$ cat src/rtl/kwd_pkg.sv
package kwd_pkg;

    localparam int CNT_W = 16;
    localparam logic [7:0] WR_KEY = 8'h5A;
    localparam logic [7:0] RD_KEY = 8'h69;

    typedef enum logic [1:0] {
        PER_32K = 2'b00,
        PER_8K  = 2'b01,
        PER_512 = 2'b10,
        PER_64  = 2'b11
    } period_e;

    typedef struct packed {
        logic    hold;
        logic    interval_mode;
        logic    slow_src;
        period_e period;
    } cfg_t;

    localparam cfg_t CFG_RESET = '{hold: 1'b0, interval_mode: 1'b0,
                                   slow_src: 1'b0, period: PER_32K};

    // Highest counter bit whose falling edge marks expiry.
    function automatic int tap_bit(period_e p);
        case (p)
            PER_32K: return 14;
            PER_8K:  return 12;
            PER_512: return 8;
            default: return 5;
        endcase
    endfunction

    function automatic logic [15:0] pack_ctl(cfg_t c);
        return {RD_KEY, c.hold, 2'b00, c.interval_mode, 1'b0,
                c.slow_src, c.period};
    endfunction

endpackage

$ cat src/rtl/kwd_ctrl.sv
module kwd_ctrl
    import kwd_pkg::*;
(
    input  logic        clk,
    input  logic        rst,
    input  logic        sys_rst_req,
    input  logic        wr,
    input  logic [15:0] wdata,
    output cfg_t        cfg,
    output logic        clr_pulse,
    output logic        bad_key,
    output logic [15:0] rdata
);

    logic key_ok;
    logic accept;
    logic unused_wbits;

    assign key_ok       = (wdata[15:8] == WR_KEY);
    assign accept       = wr && key_ok && !sys_rst_req;
    assign clr_pulse    = accept && wdata[3];
    assign bad_key      = wr && !key_ok && !sys_rst_req;
    assign unused_wbits = ^wdata[6:5];

    always_ff @(posedge clk) begin
        if (rst || sys_rst_req) begin
            cfg <= CFG_RESET;
        end else if (accept) begin
            cfg.hold          <= wdata[7];
            cfg.interval_mode <= wdata[4];
            cfg.slow_src      <= wdata[2];
            cfg.period        <= period_e'(wdata[1:0]);
        end
    end

    assign rdata = pack_ctl(cfg);


    bad_key_keeps_cfg_chk: assert property (@(posedge clk) disable iff (rst)
        bad_key |=> $stable(cfg) || $past(sys_rst_req));

endmodule

$ cat src/rtl/kwd_counter.sv
module kwd_counter
    import kwd_pkg::*;
#(
    parameter int W = CNT_W
) (
    input  logic    clk,
    input  logic    rst,
    input  logic    sync_clr,
    input  logic    hold,
    input  logic    slow_src,
    input  period_e period,
    input  logic    tick_fast,
    input  logic    tick_slow,
    output logic    expire
);

    logic [W-1:0] cnt;
    logic [W-1:0] mask;
    logic         tick;
    logic         advance;

    always_comb begin
        mask = '0;
        for (int i = 0; i < W; i++) begin
            if (i <= tap_bit(period)) mask[i] = 1'b1;
        end
    end

    assign tick    = slow_src ? tick_slow : tick_fast;
    assign advance = tick && !hold && !sync_clr;
    assign expire  = advance && ((cnt & mask) == mask);

    always_ff @(posedge clk) begin
        if (rst || sync_clr) begin
            cnt <= '0;
        end else if (advance) begin
            cnt <= cnt + 1'b1;
        end
    end


    hold_freeze_chk: assert property (@(posedge clk) disable iff (rst)
        (hold && !sync_clr) |=> $stable(cnt));


    clear_zero_chk: assert property (@(posedge clk) disable iff (rst)
        sync_clr |=> (cnt == '0));

endmodule

$ cat src/rtl/kwd_flag.sv
module kwd_flag (
    input  logic clk,
    input  logic rst,
    input  logic expire,
    input  logic interval_mode,
    input  logic flag_clr,
    input  logic irq_ack,
    input  logic ie_wr,
    input  logic ie_wdata,
    output logic flag_q,
    output logic ie_q,
    output logic irq
);

    logic clear_now;

    assign clear_now = flag_clr || (irq_ack && interval_mode);

    always_ff @(posedge clk) begin
        if (rst) begin
            flag_q <= 1'b0;
        end else if (expire) begin
            flag_q <= 1'b1;
        end else if (clear_now) begin
            flag_q <= 1'b0;
        end
    end

    always_ff @(posedge clk) begin
        if (rst) begin
            ie_q <= 1'b0;
        end else if (ie_wr) begin
            ie_q <= ie_wdata;
        end
    end

    assign irq = flag_q && ie_q && interval_mode;


    flag_set_chk: assert property (@(posedge clk) disable iff (rst)
        expire |=> flag_q);


    flag_sticky_chk: assert property (@(posedge clk) disable iff (rst)
        (flag_q && !flag_clr && !(irq_ack && interval_mode)) |=> flag_q);

endmodule

$ cat src/rtl/keyed_watchdog.sv
module keyed_watchdog
    import kwd_pkg::*;
#(
    parameter int CW = CNT_W
) (
    input  logic        clk,
    input  logic        rst,
    input  logic        tick_fast,
    input  logic        tick_slow,
    input  logic        ctl_wr,
    input  logic [15:0] ctl_wdata,
    output logic [15:0] ctl_rdata,
    input  logic        ie_wr,
    input  logic        ie_wdata,
    output logic        ie_q,
    input  logic        flag_clr,
    input  logic        irq_ack,
    output logic        flag_q,
    output logic        irq,
    output logic        rst_req
);

    cfg_t cfg;
    logic clr_pulse;
    logic bad_key;
    logic expire;

    kwd_ctrl u_ctrl (
        .clk         (clk),
        .rst         (rst),
        .sys_rst_req (rst_req),
        .wr          (ctl_wr),
        .wdata       (ctl_wdata),
        .cfg         (cfg),
        .clr_pulse   (clr_pulse),
        .bad_key     (bad_key),
        .rdata       (ctl_rdata)
    );

    kwd_counter #(.W(CW)) u_cnt (
        .clk       (clk),
        .rst       (rst),
        .sync_clr  (rst_req || clr_pulse),
        .hold      (cfg.hold),
        .slow_src  (cfg.slow_src),
        .period    (cfg.period),
        .tick_fast (tick_fast),
        .tick_slow (tick_slow),
        .expire    (expire)
    );

    kwd_flag u_flag (
        .clk           (clk),
        .rst           (rst),
        .expire        (expire),
        .interval_mode (cfg.interval_mode),
        .flag_clr      (flag_clr),
        .irq_ack       (irq_ack),
        .ie_wr         (ie_wr),
        .ie_wdata      (ie_wdata),
        .flag_q        (flag_q),
        .ie_q          (ie_q),
        .irq           (irq)
    );

    always_ff @(posedge clk) begin
        if (rst) begin
            rst_req <= 1'b0;
        end else begin
            rst_req <= bad_key || (expire && !cfg.interval_mode);
        end
    end


    bad_key_rst_chk: assert property (@(posedge clk) disable iff (rst)
        (ctl_wr && ctl_wdata[15:8] != 8'h5A && !rst_req) |=> rst_req);


    rst_pulse_chk: assert property (@(posedge clk) disable iff (rst)
        rst_req |=> !rst_req);


    rst_clears_ctl_chk: assert property (@(posedge clk) disable iff (rst)
        rst_req |=> (ctl_rdata == 16'h6900));


    interval_no_rst_chk: assert property (@(posedge clk) disable iff (rst)
        (expire && cfg.interval_mode && !bad_key) |=> !rst_req);

endmodule

$ cat config.mk
export PLATFORM = sky130hd
export DESIGN_NAME = keyed_watchdog
export DESIGN_NICKNAME = d
export VERILOG_FILES = /design/src/rtl/kwd_pkg.sv /design/src/rtl/kwd_ctrl.sv /design/src/rtl/kwd_counter.sv /design/src/rtl/kwd_flag.sv /design/src/rtl/keyed_watchdog.sv
export SDC_FILE = /design/constraint.sdc
export NUM_CORES = 1
export LEC_CHECK = 0
export ABC_AREA = 1
export CORE_MARGIN = 2
export CORE_UTILIZATION = 44
export CTS_BUF_LIST = sky130_fd_sc_hd__clkbuf_4 sky130_fd_sc_hd__clkbuf_8
export DETAILED_ROUTE_END_ITERATION = 6
export PLACE_DENSITY = 0.78
export SLEW_MARGIN = 20
export SYNTH_ARGS = -nofsm -noshare
export SYNTH_HDL_FRONTEND = slang
export SYNTH_HIERARCHICAL = 1
export SYNTH_SLANG_ARGS = --single-unit
$ cat constraint.sdc
create_clock -name clk -period 2.1 [get_ports clk]
set_clock_uncertainty 0.15 [all_clocks]
set_input_delay 0.42 -clock clk [delete_from_list [all_inputs] [get_ports clk]]
set_output_delay 0.42 -clock clk [all_outputs]
set_load 0.01 [all_outputs]
* Word level (Yosys, flattened, before mapping) *
Index checks and enable logic that the tools add are counted.

storage, ports and cells
  bits in registers = 24
  output and inout bits = 20
  logic and storage cells = 74
  input port bits = 25

operators by class
  muxes and demuxes = 20
  equality and inequality tests = 4
  reductions and logical operators = 24
  $add $sub $neg = 1
  bitwise logic cells = 1
  magnitude comparators = 16

operators with widths
  kind                     number
  $le A4 B4 Y1 const A     8
  $mux W1                  19
  $add A16 B1 Y16 const B  1
  $and A16 B16 Y16         1
  $eq A16 B16 Y1           1
  $le A3 B4 Y1 const A     4
  $logic_and A1 B1 Y1      12
  $pmux W4 S3              1
  $eq A8 B7 Y1 const B     1
  $le A1 B4 Y1 const A     2
  $le A2 B4 Y1 const A     2
  $logic_not A1 Y1         5
  $logic_or A1 B1 Y1       5
  $eq A2 B1 Y1 const B     1
  $eq A2 B2 Y1 const B     1
  $logic_not A2 Y1         1
  $reduce_bool A2 Y1       1

* Logic depth before layout (Yosys ltp) *
Gate-level depths: netlist of run 1.

  word-level depth = 10
  gate-level depth with buffers = 15

* Cells and area by module *
Netlist of run 1, hierarchy kept.

by module, submodules not included
  module          times used  cells each  seq. area each (um^2)  area each (um^2)
  kwd_counter     1           141         300.3                  897.1
  kwd_ctrl        1           79          100.1                  481.7
  kwd_flag        1           12          40.0                   93.8
  keyed_watchdog  1           6           20.0                   46.3

* Worst setup path after synthesis of run 1 *
Ideal clock, no wire load.

  path kind = input to register
  from = input ctl_wdata[14]
  to = register u_flag.flag_q
  stages on the path = 15
  path buffers = 1
  data arrival time = 1.854 ns
  data required time = 1.884 ns
  setup slack = 0.030 ns
  library setup time = 0.066 ns
  cell sequence = nand2_1 > inv_1 > nand2_2 > inv_2 > nand3_4 > nor2_1 > or2_1 > nor2_2 > nand2_1 > nor2_2 > buf_4 > nand3_1 > nor3_1 > inv_1 > a21oi_2

between the ends
  cells in the longest elaborated chain, start to end = 9

RTL lines
  element                                               line                  text
  start: declaration                                    keyed_watchdog.sv:11  input logic [15:0] ctl_wdata,
  $eq A8 B7 Y1 (*)                                      kwd_ctrl.sv:19        assign key_ok = (wdata[15:8] == WR_KEY);
  $logic_and A1 B1 Y1 (*) (2 in series)                 kwd_ctrl.sv:20        assign accept = wr && key_ok && !sys_rst_req;
  $logic_and A1 B1 Y1 (*)                               kwd_ctrl.sv:21        assign clr_pulse = accept && wdata[3];
  named net clr_pulse                                   keyed_watchdog.sv:24  logic clr_pulse;
  $logic_or A1 B1 Y1 (*)                                keyed_watchdog.sv:43  .sync_clr (rst_req || clr_pulse),
  $logic_not A1 Y1 (*)                                  kwd_counter.sv:30     assign advance = tick && !hold && !sync_clr;
  $logic_and A1 B1 Y1 (*)                               kwd_counter.sv:30
  $logic_and A1 B1 Y1 (*)                               kwd_counter.sv:31     assign expire = advance && ((cnt & mask) == mask);
  named net expire                                      keyed_watchdog.sv:26  logic expire;
  $mux W1 / $reduce_bool A2 Y1 (equally long branches)  --
  end signal: assignment                                kwd_flag.sv:21        flag_q <= 1'b0;
  end signal: assignment                                kwd_flag.sv:23        flag_q <= 1'b1;
  end signal: assignment                                kwd_flag.sv:25        flag_q <= 1'b0;
  end: declaration                                      kwd_flag.sv:10        output logic flag_q,

Mark *: on every way through the listed nets, which the timed path passes. The rest lies on a longest branch.
A chain may end at the register's enable or synchronous reset.

* Final worst setup path of run 1 *
  from = register, netlist name u_ctrl/cfg[3]
  to = output irq

between the ends
  cells in the longest elaborated chain, start to end = 1

RTL lines
  element              line                  text
  $logic_and A1 B1 Y1  kwd_flag.sv:37        assign irq = flag_q && ie_q && interval_mode;
  end: declaration     keyed_watchdog.sv:19  output logic irq,

No other way between the ends.

==> results of run 1 <==
state kept, by name (all words and copies together) (netlist names):
| signal | cells |
|---|---|
| rst_req | 1 |
| u_cnt/cnt | 15 |
| u_flag/flag_q | 1 |
| u_flag/ie_q | 1 |
| u_ctrl/cfg | 5 |
metal layers:
metal / up-vias / track usage / wire length, um
met1: 635 / 0.206 / 1460
met3: 2 / 0.0180 / 139
met2: 32 / 0.278 / 1520
met4: 0 / 0.0583 / 27
li1: 764 / - / -
met5: - / 0 / 0
Yosys cell counts (all sizes together):
cell type,instances
dfxtp,23
nand2,53
nand3,20
buf,18
xnor2,1
o21a,1
and3,2
o21ai,3
nand4,7
nor3,4
inv,52
ha,2
or2,1
a21oi,10
nor2,39
conb,2
cell families (layout without fill, tap and decap cells):
| family | Yosys count | count (layout) | share of synthesized area |
|---|---|---|---|
| buf+inv | 70 | 96 | 0.216 |
| compound gates | 14 | 14 | 0.0527 |
| simple gates | 126 | 127 | 0.401 |
| xor+xnor | 1 | 1 | 0.00577 |
| other cells | 2 | 11 | 0.00494 |
| fa+ha+maj | 2 | 2 | 0.0165 |
| flops | 23 | 23 | 0.303 |
cell usage in the layout, fill, tap and decap left out, drive strengths merged:
cell type	Yosys	final
dlymetal6s2s	0	9
ha	2	2
nor2	39	40
dfxtp	23	23
nand3	20	20
o21a	1	1
clkbuf	0	4
or2	1	1
buf	18	9
conb	2	11
a21oi	10	10
inv	52	52
o21ai	3	3
and3	2	2
nand4	7	7
nand2	53	53
clkdlybuf4s50	0	22
nor3	4	4
xnor2	1	1
power breakdown:
| part | internal (W) | leakage, nW | switching [W] |
|---|---|---|---|
| clock | 0.0000869 | 0.0184 | 0.000127 |
| combinational | 0.0000672 | 0.755 | 0.0000643 |
| sequential | 0.000441 | 0.186 | 0.00000587 |
| total | 0.000595 | 0.959 | 0.000197 |
what timing repair did:
action / CTS / global route
gates resized for setup: 1 / 18
pin swaps: 0 / 13
buffers inserted: 0 / 2
cloned: 0 / 2
hold buffers: 0 / 0
hold endpoints to repair: 0 / 0
endpoints found under the setup margin: 5 / 16
per-stage QoR:
| stage | utilization | std cells | area (sq um) | total power (W) |
|---|---|---|---|---|
| 3_3_place_gp | 0.549 | 312 | 1830 | 0.000578 |
| 4_1_cts | 0.560 | 316 | 1870 | 0.000797 |
| 2_1_floorplan | - | 247 | 1550 | 0.000531 |
| 6_report | 0.586 | 320 | 1960 | 0.000792 |
| 3_5_place_dp | 0.549 | 312 | 1830 | 0.000580 |
| 5_1_grt | 0.586 | 320 | 1960 | 0.000839 |
worst max-delay path by stage:
stage | startpoint | end | slack [ns] | depth (start not counted)
after floorplan | ctl_wdata[14] | u_flag/flag_q$_SDFFE_PP0P_ | 0.03 | 15
after global placement | ctl_wdata[8] | u_flag/flag_q$_SDFFE_PP0P_ | -0.37 | 14
after detailed placement | ctl_wdata[8] | rst_req$_SDFF_PP0_ | -0.38 | 14
after CTS | ctl_wdata[8] | u_cnt/cnt[9]$_SDFFE_PP0P_ | -0.003 | 14
after global routing | rst_req$_SDFF_PP0_ | rst_req$_SDFF_PP0_ | 0.02 | 11
final | u_ctrl/cfg[3]$_SDFFE_PP0P_ | irq | 0.10 | 2
area by class of cell:
type | count | area [sq um] | share of cell area
multi-input cells | 155 | 812 | 0.415
well taps | 46 | 57.6 | 0.0294
inverters | 52 | 195 | 0.0997
clock buffers | 4 | 30.0 | 0.0153
flip-flops and latches | 23 | 460 | 0.235
repair buffers | 40 | 402 | 0.205
worst reg2reg max path, delay by kind of cell (launching register included):
family / cells / cell delay, ns
and+or+nand+nor: 10 / 1.18
DFF: 1 / 0.48
AOI/OAI and AO/OA: 1 / 0.12
==> results.toml, run 1 <==
[finish]
nets = 302
syn2layout_area_growth_pct = 28.8
drive_gt1_frac = 0.142
n_antenna_cell = 0
n_fill_cell = 333

[synthesis]
synthDominantCellAreaShare = 0.303
yosysSeqAreaShare = 0.303
yosysUniqueCellTypes = 26
yosysTopAreaCell = "dfxtp_1"
synthesis.area_sq_mm = 0.00152
ys_ff_latch = 23
synth_area_leaders = "dfxtp_1 30%, inv_1 13%, nand2_1 12%"
avgSynthCellArea_sq_um = 6.38
yosysWarnings = 6
synthCells = 238

[grt]
antenna_found_initial = 0
grt_pass1_vias = 1269
grt-ovfl-total = 0
grt_max_degree = 13
grt_usage = 0.161
grt_pass1_wl_um = 5260

[job]
drv_cap = 0

[cts]
clk_latency_ns = 0.30
cts_tree = "built"
htree_num_levels = 1
clockBufferDepth = 2
root_buffer = "clkbuf_4"
path_clk_slew_ns = 0.12
clock-sinks = 23
cts_buffers = 3

[floorplanning]
chipHeight_um = 62.8
die_w_um = 62.8
core.rowCount = 21
coreArea_sq_mm = 0.00334
start_util = 0.455
floorplan.die_area_sq_mm = 0.00394
boundaryPins = 45

[timing]
fmax_ghz = 0.501
layout_setup_ws_ns = 0.103
whs_ns = 0.327
post-route-min-period_ns = 2.00
hold_viol_final = 0
rsz0062_at_grt = "no"
slew_viol_final = 0
setup_viol = 0
timing.final.crit_share = 0.951
setup_tns_ns = 0

[setup_path]
critical_path.max_fanout = 5
cp_num_buf_inv = 1
slowest_delay_ns = 0.52
cp-end-kind = "output pin"
cp_cell_sequence = "and3_2 -> clkdlybuf4s50_1"
start_kind = "flip-flop"
slowest_stage = "clkdlybuf4s50_1"
crit_family = "buffers and inverters"
crit_type = "flip-flop to output pin"
timing.rr.start = "rst_req$_SDFF_PP0_"
crit_arrival_ns = 1.43
rr_worst_depth = 11
rr_endpoint = "rst_req$_SDFF_PP0_"
crit_required_ns = 1.53
rrSetupSlack_ns = 0.12

[drt]
drt_first_pass_iters = 4
vias = 1433
drc = 0
via_per_inst = 4.48
routed_wirelength_um = 3140
wl_per_cell_um = 9.82
drtAntennaViolNets = 0
drt_iter0_drc = 55

[place]
port_buffers = 31
pre_cts_slack_ns = -0.376
gp_congestion = 0.777
dpl.hpwl_um = 2320

[hold_path]
hold_end = "u_flag/ie_q$_SDFFE_PP0P_"
min_path_type = "flip-flop to flip-flop"
min-delay-start = "u_flag/ie_q$_SDFFE_PP0P_"
hold_depth = 2

[power]
vdd_drop_max_uv = 220
power.leakage_nw = 0.959
powerDensity_mw_per_mm2 = 405

[run_status]
outcome = "finished clean"
Note: power is estimated with default switching activity, not from simulation.
==> run 2, diff against run 1 <==
--- a/config.mk
+++ b/config.mk
@@ -5,9 +5,8 @@
 export SDC_FILE = /design/constraint.sdc
 export NUM_CORES = 1
 export LEC_CHECK = 0
-export ABC_AREA = 1
 export CORE_MARGIN = 2
-export CORE_UTILIZATION = 44
+export CORE_UTILIZATION = 42
 export CTS_BUF_LIST = sky130_fd_sc_hd__clkbuf_4 sky130_fd_sc_hd__clkbuf_8
 export DETAILED_ROUTE_END_ITERATION = 6
 export PLACE_DENSITY = 0.78
==> run 2 against run 1 <==
Compared with the run above: the run now ends with setup timing left; clock-buffer cell count shrank 1; non-clock buffer count rose by 16; core utilization up 2.6 points; sequential share of layout area rose by 1.6 points; combinational power about the same; register-to-register slack worse by 0.24 ns; via count decreased by 14%; flip-flop and latch count is the same; global-route usage increased by 2.9 points; setup slack worse by 0.22 ns; clock power fell by 3%; largest cell class unchanged; highest routed layer unchanged.
==> results.toml, run 2 <==
[synthesis]
ys_ff_latch = 23
synth_edf_count = 0
yosysTopAreaCell = "dfxtp_1"
synthCells = 152
synthFlopType = "dfxtp_1"
yosysSeqAreaShare = 0.356
async_flop_share = 0
yosysWarnings = 6
synth_common_cells = "23 x dfxtp_1, 19 x nor2_1, 17 x nand2_1"
synthesis.area_sq_mm = 0.00129
yosysUniqueCellTypes = 40
synth_area_leaders = "dfxtp_1 36%, buf_4 9.3%, nor2_1 5.5%"
avgSynthCellArea_sq_um = 8.52
yosysMostFrequentCell = "dfxtp_1"
synthDominantCellAreaShare = 0.356

[floorplanning]
die_w_um = 59.5
boundaryPins = 45
chipHeight_um = 59.5
core.rowCount = 20
coreArea_sq_mm = 0.00300
start_util = 0.431
floorplan.die_area_sq_mm = 0.00354

[grt]
antenna_found_initial = 0
grt-ovfl-total = 0
grt_pass1_vias = 1185
grt_max_degree = 14
grt_pass1_wl_um = 5210
grt_usage = 0.190

[setup_path]
timing.rr.start = "rst_req$_SDFF_PP0_"
crit_arrival_ns = 2.31
crit_start = "ctl_wdata[13]"
crit_type = "input pin to flip-flop"
crit_required_ns = 2.19
cp_cell_sequence = "clkdlybuf4s15_1 -> and4bb_1 -> and3b_1 -> and2_4 -> or2_4 -> and4bb_2 -> o2111ai_2 -> nor2_2 -> nand2b_1 -> a21oi_2"
cp_num_buf_inv = 1
crit_family = "simple AND/OR/NAND/NOR gates"
start_kind = "input pin"
slowest_delay_ns = 0.36
critical_path.max_fanout = 4
cp-end-kind = "flip-flop"
slowest_stage = "and4bb_2"

[cts]
clock-sinks = 23
postCtsHoldBufs = 0
root_buffer = "clkbuf_4"
htree_num_levels = 1
clockBufferDepth = 2
cts_buffers = 3
path_clk_slew_ns = 0.13
cts_tree = "built"
clk_latency_ns = 0.31

[drt]
drc = 0
routed_wirelength_um = 3250
wl_per_cell_um = 13.8
drtAntennaViolNets = 0
via_per_inst = 5.27
vias = 1239
drt_first_pass_iters = 4
drt_iter0_drc = 23

[finish]
drive_gt1_frac = 0.292
final_common_cell = "buf_4"
final_cell_mix = "23 x buf_4, 22 x clkdlybuf4s50_1, 22 x dfxtp_1"
syn2layout_area_growth_pct = 41.9
nets = 230
largest_reg_flops = 15
stdcell_area_sq_mm = 0.00184
largest_register = "u_cnt/cnt"
top_regs = "u_cnt/cnt (15), u_ctrl/cfg (5)"
n_antenna_cell = 0

[hold_path]
min_path_type = "flip-flop to flip-flop"
min-delay-start = "u_ctrl/cfg[0]$_SDFFE_PP0P_"

[power]
power.leakage_nw = 0.749
powerDensity_mw_per_mm2 = 429
vdd_drop_max_uv = 336

[timing]
rsz0062_at_grt = "yes"
whs_ns = 0.335
layout_setup_ws_ns = -0.120
fmax_ghz = 0.451
setup_viol = 7
hold_viol_final = 0
timing.final.crit_share = 1.06
slew_viol_final = 0
post-route-min-period_ns = 2.22

[job]
drv_cap = 0

[run_status]
outcome = "complete, but fails checks"
violations = "setup timing"

[place]
gp_congestion = 0.805
post_dp_cell_area_sq_mm = 0.00169
dpl.hpwl_um = 2350
port_buffers = 31
[run 2: cells by family after synthesis]
group                      share of synthesized area
buffers and inverters                          0.113
muxes                                         0.0628
and+or+nand+nor                                0.295
other                                        0.00580
adders and majority gates                     0.0193
DFF                                            0.356
xor gates and xnor gates                      0.0541
AOI/OAI and AO/OA                             0.0947
[run 2: worst reg2reg max path, stage by stage, from the launching register on]
cell and delay, ns:
dfxtp_2 0.36, nand2b_4 0.12, and3b_1 0.18, and2_4 0.13
or2_4 0.23, and4bb_2 0.36, o2111ai_2 0.16, nor2_2 0.20
nand2b_1 0.10, a21oi_2 0.16
[run 2: worst paths after layout]
| kind | to | slack [ns] | cells after the start |
|---|---|---|---|
| setup / recovery | rst_req$_SDFF_PP0_ | -0.12 | 10 |
| hold / removal | u_ctrl/cfg[0]$_SDFFE_PP0P_ | 0.33 | 2 |
| setup reg to reg | rst_req$_SDFF_PP0_ | -0.12 | 9 |
| hold reg to reg | u_ctrl/cfg[0]$_SDFFE_PP0P_ | 0.33 | 2 |
[run 2: power by group]
part           internal, W  switching, W
logic            0.0000770     0.0000572
clock network    0.0000711      0.000137
registers         0.000442    0.00000543
[run 2: repair_timing]
item	in CTS	in global routing
setup buffers	13	0
pin swaps	11	6
resized for setup	27	9
setup endpoints to repair	17	15
hold endpoints to repair	0	0
[run 2: through the flow]
step / TNS [ns] / cells / power, W / setup WS (ns) / util
after floorplan: -2.45 / 161 / 0.000521 / -0.283 / -
after global placement: -9.18 / 218 / 0.000568 / -0.621 / 0.563
after detailed placement: -10.46 / 218 / 0.000574 / -0.717 / 0.563
after CTS: -0.262 / 235 / 0.000790 / -0.0647 / 0.603
after global routing: -1.19 / 235 / 0.000823 / -0.183 / 0.612
final: -0.283 / 235 / 0.000789 / -0.120 / 0.612
[run 2: area by class of cell]
| type | count | area, sq um |
|---|---|---|
| Clock buffer | 3 | 22.5 |
| Clock inverter | 1 | 5.00 |
| Fill cell | 247 | 1160 |
| Inverter | 2 | 7.51 |
| Multi-Input combinational cell | 117 | 817 |
| Sequential cell | 23 | 462 |
| Tap cell | 33 | 41.3 |
| Timing Repair Buffer | 56 | 483 |
[run 2: per-layer routing]
metal	up-vias	global-route usage	wire [um]
met1	588	0.204	1200
met3	2	0.0328	169
met2	46	0.375	1860
li1	603	-	-
met5	-	0	0
met4	0	0.0508	17
